$ cat config.mk
export PLATFORM = sky130hd
export DESIGN_NAME = dma_chan_engine
export DESIGN_NICKNAME = d
export VERILOG_FILES = /design/src/rtl/dma_chan_engine.sv
export SDC_FILE = /design/constraint.sdc
export NUM_CORES = 1
export LEC_CHECK = 0
export ABC_CLOCK_PERIOD_IN_PS = 10700
export BUFFER_PORTS_ARGS = -buffer_cell sky130_fd_sc_hd__buf_2
export CAP_MARGIN = 40
export CORE_MARGIN = 4
export CORE_UTILIZATION = 50
export CTS_CLUSTER_DIAMETER = 150
export DETAILED_ROUTE_END_ITERATION = 10
export PLACE_DENSITY_LB_ADDON = 0.25
export SYNTH_ARGS = -nofsm -noshare
export SYNTH_HDL_FRONTEND = slang
export SYNTH_SLANG_ARGS = --single-unit
$ cat constraint.sdc
create_clock -name clk -period 10.7 [get_ports clk]
set_input_delay 2.14 -clock clk [delete_from_list [all_inputs] [get_ports clk]]
set_output_delay 2.14 -clock clk [all_outputs]
set_load 0.02 [all_outputs]
$ cat src/rtl/dma_chan_engine.sv
module dma_chan_engine #(
  parameter int SRC_W  = 28,
  parameter int DST_W  = 27,
  parameter int CNT_W  = 16,
  parameter int DATA_W = 32
) (
  input  logic              clk,
  input  logic              rst_n,
  input  logic              cfg_we,
  input  logic [1:0]        cfg_sel,
  input  logic [31:0]       cfg_wdata,
  input  logic              start_evt,
  output logic              ch_en,
  output logic              src_mode_err,
  output logic              done_irq,
  output logic              rd_req,
  output logic [SRC_W-1:0]  rd_addr,
  input  logic              rd_ack,
  input  logic [DATA_W-1:0] rd_data,
  output logic              wr_req,
  output logic [DST_W-1:0]  wr_addr,
  output logic [DATA_W-1:0] wr_data,
  output logic              xfer_word,
  input  logic              wr_ack
);
  localparam int CW = CNT_W + 1;

  typedef enum logic [2:0] {S_IDLE, S_DLY, S_ARM, S_RD, S_WR} st_t;
  st_t st;

  logic              en_q, ie_q, rep_q, cs_q;
  logic [1:0]        tm_q, sa_q, da_q;
  logic [CNT_W-1:0]  n_q;
  logic [SRC_W-1:0]  src_prog, src_cur, src_nxt, s_step;
  logic [DST_W-1:0]  dst_prog, dst_cur, dst_nxt, d_step;
  logic [CW-1:0]     left, reload_cnt, start_cnt;
  logic [DATA_W-1:0] buf_q;
  logic              ctl_wr, en_rise;
  logic              unused_bits;

  assign unused_bits = ^{cfg_wdata[27], cfg_wdata[20:16]};

  assign ctl_wr     = cfg_we && cfg_sel == 2'd2;
  assign en_rise    = ctl_wr && cfg_wdata[31] && !en_q;
  assign reload_cnt = (n_q == '0) ? (CW'(1) << CNT_W) : CW'(n_q);
  assign start_cnt  = (cfg_wdata[CNT_W-1:0] == '0) ? (CW'(1) << CNT_W) : CW'(cfg_wdata[CNT_W-1:0]);

  assign s_step = cs_q ? SRC_W'(4) : SRC_W'(2);
  assign d_step = cs_q ? DST_W'(4) : DST_W'(2);

  always_comb begin
    case (sa_q)
      2'b00:   src_nxt = src_cur + s_step;
      2'b01:   src_nxt = src_cur - s_step;
      default: src_nxt = src_cur;
    endcase
    case (da_q)
      2'b01:   dst_nxt = dst_cur - d_step;
      2'b10:   dst_nxt = dst_cur;
      default: dst_nxt = dst_cur + d_step;
    endcase
  end

  assign ch_en        = en_q;
  assign src_mode_err = (sa_q == 2'b11);
  assign rd_req       = (st == S_RD);
  assign wr_req       = (st == S_WR);
  assign rd_addr      = src_cur;
  assign wr_addr      = dst_cur;
  assign wr_data      = buf_q;
  assign xfer_word    = cs_q;

  always_ff @(posedge clk or negedge rst_n) begin
    if (!rst_n) begin
      st <= S_IDLE;
      {en_q, ie_q, rep_q, cs_q} <= '0;
      {tm_q, sa_q, da_q} <= '0;
      n_q <= '0;
      src_prog <= '0; src_cur <= '0;
      dst_prog <= '0; dst_cur <= '0;
      left <= '0; buf_q <= '0; done_irq <= 1'b0;
    end else begin
      done_irq <= 1'b0;
      case (st)
        S_DLY: st <= en_q ? S_RD : S_IDLE;
        S_ARM: if (!en_q) st <= S_IDLE; else if (start_evt) st <= S_RD;
        S_RD:  if (rd_ack) begin buf_q <= rd_data; st <= S_WR; end
        S_WR:  if (wr_ack) begin
          src_cur <= src_nxt;
          dst_cur <= dst_nxt;
          left    <= left - CW'(1);
          if (!en_q) st <= S_IDLE;
          else if (left == CW'(1)) begin
            done_irq <= ie_q;
            left     <= reload_cnt;
            if (da_q == 2'b11) dst_cur <= dst_prog;
            if (rep_q && tm_q != 2'b00) st <= S_ARM;
            else begin st <= S_IDLE; en_q <= 1'b0; end
          end else st <= S_RD;
        end
        default: ;
      endcase
      if (cfg_we && cfg_sel == 2'd0) src_prog <= cfg_wdata[SRC_W-1:0];
      if (cfg_we && cfg_sel == 2'd1) dst_prog <= cfg_wdata[DST_W-1:0];
      if (ctl_wr) begin
        en_q <= cfg_wdata[31]; ie_q <= cfg_wdata[30]; tm_q <= cfg_wdata[29:28];
        cs_q <= cfg_wdata[26]; rep_q <= cfg_wdata[25]; sa_q <= cfg_wdata[24:23];
        da_q <= cfg_wdata[22:21]; n_q <= cfg_wdata[CNT_W-1:0];
      end
      if (en_rise) begin
        src_cur <= src_prog;
        dst_cur <= dst_prog;
        left    <= start_cnt;
        st      <= (cfg_wdata[29:28] == 2'b00) ? S_DLY : S_ARM;
      end
    end
  end

  a_r13_no_overlap: assert property (@(posedge clk) disable iff (!rst_n)
    !(rd_req && wr_req));
  a_r13_rd_hold: assert property (@(posedge clk) disable iff (!rst_n)
    rd_req && !rd_ack && !cfg_we |=> rd_req && $stable(rd_addr));
  a_r10_irq_pulse: assert property (@(posedge clk) disable iff (!rst_n)
    done_irq |=> !done_irq);
  a_r7_src_frozen: assert property (@(posedge clk) disable iff (!rst_n)
    wr_req && wr_ack && src_mode_err && !cfg_we |=> $stable(src_cur));
  a_r5_dst_fixed: assert property (@(posedge clk) disable iff (!rst_n)
    wr_req && wr_ack && da_q == 2'b10 && !cfg_we |=> $stable(dst_cur));
endmodule

==> impl_metrics.yaml <==
worst_hold_path:
  hp-start: "src_prog[23]"
  hp-class: "register to register"
clock_tree:
  post_cts_buffers: 0
  cts_hold_buf: 0
  cts.sinks: 189
  cts_tree: "yes"
  ctsResizeCount: 0
  clk_pin_slew_ps: 80
  insertion_delay_ps: 440
  clockRootBuffer: "clkbuf_16"
  max-clock-path-buffers: 2
  htreeDepth: 4
  cts_buffers: 17
power:
  swShare_pct: 43.88
  p_seq_share_pct: 37.3
  leakage_uw: 0.005577
  power_density_nw_per_um2: 265.7
  comb_power_share_pct: 43.5
  pwr-share-clk_pct: 19.2
  ir_drop_mv: 0.1681
  p_int_uw: 1914
  power_switching_uw: 1497
worst_setup_path:
  max_stage_delay_ps: 640
  critPathMaxFanout: 46
  endpoint_kind: "register"
  path_cells: "buf_2 -> nand3b_1 -> buf_4 -> or3_1 -> buf_4 -> o211a_1 -> nand2_1 -> nor3_1 -> a221oi_1 -> o21ai_0"
  start_kind: "input port"
  cpMostUsedCell: "buf_4"
  arrival_ps: 4540
  startpoint: "cfg_sel[0]"
  setup.worst_path.class: "input port to register"
  rrSetupSlack_ps: 6820
  crit_required_ps: 11050
  crit_slowest_cell: "o211a_1"
  r2r_start: "da_q[0]"
routing:
  met1_length_um: 13560
  wl_per_cell_um: 19.45
  top_layer: "met4"
  drtIter0Drc: 840
  vias_per_cell: 6.144
  route.met3.wl_um: 2579
  ant_nets: 0
  wl_met2_um: 14000
  drc: 0
  finalWirelength_um: 30870
  firstDrtPassIters: 7
  vias: 9751
logic_synthesis:
  yosysSeqAreaShare_pct: 42.31
  synthFlopType: "dfrtp_1"
  synth_top_cell_by_area: "dfrtp_1"
  synthTopCellsByArea: "dfrtp_1 42%, mux2_2 12%, a21oi_1 3.9%"
  synthArstFlopShare_pct: 100.0
  synth_top_cell_area_share_pct: 42.31
  synth_cell_types: 83
  synthesis.nets: 1271
  syn_avg_cell_area_um2: 9.580
  ys_warn_count: 0
  ys_top_cells_by_count: "189 x dfrtp_1, 117 x mux2_2, 102 x nand2_1"
  synth_most_common_cell: "dfrtp_1"
  synth_seq_cells: 189
  synth-edff-count: 0
  syn_area_um2: 11180
  syn_inst: 1167
finish:
  seq_area_um2: 4730
  multiInputGateArea_um2: 6050
  layout.nets: 1398
  final_util_pct: 58.64
  finalNonFillerCells: 1587
  area_delta_synth_final_pct: 14.83
  nFillCells: 1910
  design_area_um2: 12840
  layout-drive-gt1-share_pct: 26.93
  insertedDiodeCount: 0
sta:
  setup_violations: 0
  period_share_pct: 39.16
  skew_ps: 15.44
  worst_slew_pin_slew_ps: 876.0
  tns_ps: 0
  rsz0062_at_grt: "no"
  relSlewSlack_pct: 40.09
  fin_crit_ps: 4190
  hold_violations: 0
  slew_viol_final: 0
  max_freq_mhz: 238.7
die:
  start_util_pct: 51.07
  core_area_um2: 21890
  rows: 54
  die_w_um: 157.5
  die_area_um2: 24820
  io_pins: 165
  die_y_um: 157.5
grt:
  grt_usage_pct: 25.09
  grt_overflow: 0
  grt_max_degree: 101
  grt_pass1_vias: 9531
  grt_antenna_before_repair: 0
  grt_pass1_wl_um: 49750
run_status:
  status: "finished, final reports clean"
place:
  dpl.hpwl_um: 21800
  io_buffers: 164
  dpl.cell_count: 1555
  place_area_um2: 12210
  place.gp.congestion: 0.9147
job:
  max-cap-violations: 0
critical path, delay by kind of cell:
family,cells,cell delay (ps)
AOI/OAI and AO/OA,3,840
buffers and inverters,3,910
and+or+nand+nor,4,620
power by group through the flow:
stage	combinational [uW]	clock [uW]	sequential, uW
after floorplan	959	0	1330
after global placement	1440	0	1270
after detailed placement	1480	0	1270
after CTS	1490	667	1270
after global routing	1640	696	1310
final	1480	656	1270
stage by stage:
step,worst slack (ps),total power [uW],hold WS (ps)
floorplan,6850,2293,434.8
global placement,5763,2708,459.3
detailed placement,6067,2751,466.3
CTS,6518,3420,485.8
global route,6276,3644,502.4
finish,6510,3411,483.8
sequential cells by signal (all words and copies together) (netlist names), 3 cells and up:
signal	count
wr_data	32
st	3
dst_prog	27
src_prog	28
wr_addr	27
n_q	16
left	17
rd_addr	28
layout make-up:
class                           count  share of cell area (%)
Sequential cell                   189                   36.84
Multi-Input combinational cell    877                   47.12
Clock buffer                       18                   3.421
Timing Repair Buffer              185                   7.719
Inverter                           24                  0.7018
Clock inverter                     14                   1.462
Tap cell                          280                   2.729
layer usage:
layer | up-vias | GRT usage (%)
li1 | 4572 | -
met1 | 4736 | 34.62
met2 | 388 | 38.90
met3 | 55 | 6.434
met4 | 0 | 8.234
met5 | - | 0
logic make-up after synthesis:
logic type	synth area share, %
DFF	42.31
xor gates and xnor gates	3.055
buffers and inverters	3.716
muxes	12.23
adders and majority gates	3.581
and+or+nand+nor	16.79
AOI/OAI and AO/OA	18.32
placed cells by master (no fill, tap or decap), drive strengths merged, types with 18 or more instances in the layout:
cell      n
a21oi    86
nor3     47
clkbuf   19
buf     184
ha       32
nor2     97
mux2    117
nor4     25
inv      32
nand2   102
dfrtp   189
xnor2    31
nand3    18
o21ai    75
path summary, 6_finish.rpt:
| path | endpoint | cells past startpoint |
|---|---|---|
| worst max register to register | wr_addr[21] | 12 |
| worst min-delay path | rd_addr[23] | 2 |
| min in group asynchronous | wr_addr[19] | 1 |
| max in group asynchronous | dst_prog[4] | 3 |
| worst max-delay path | wr_addr[19] | 10 |
| worst min register to register | rd_addr[23] | 2 |
Note: power is estimated with default switching activity, not from simulation.
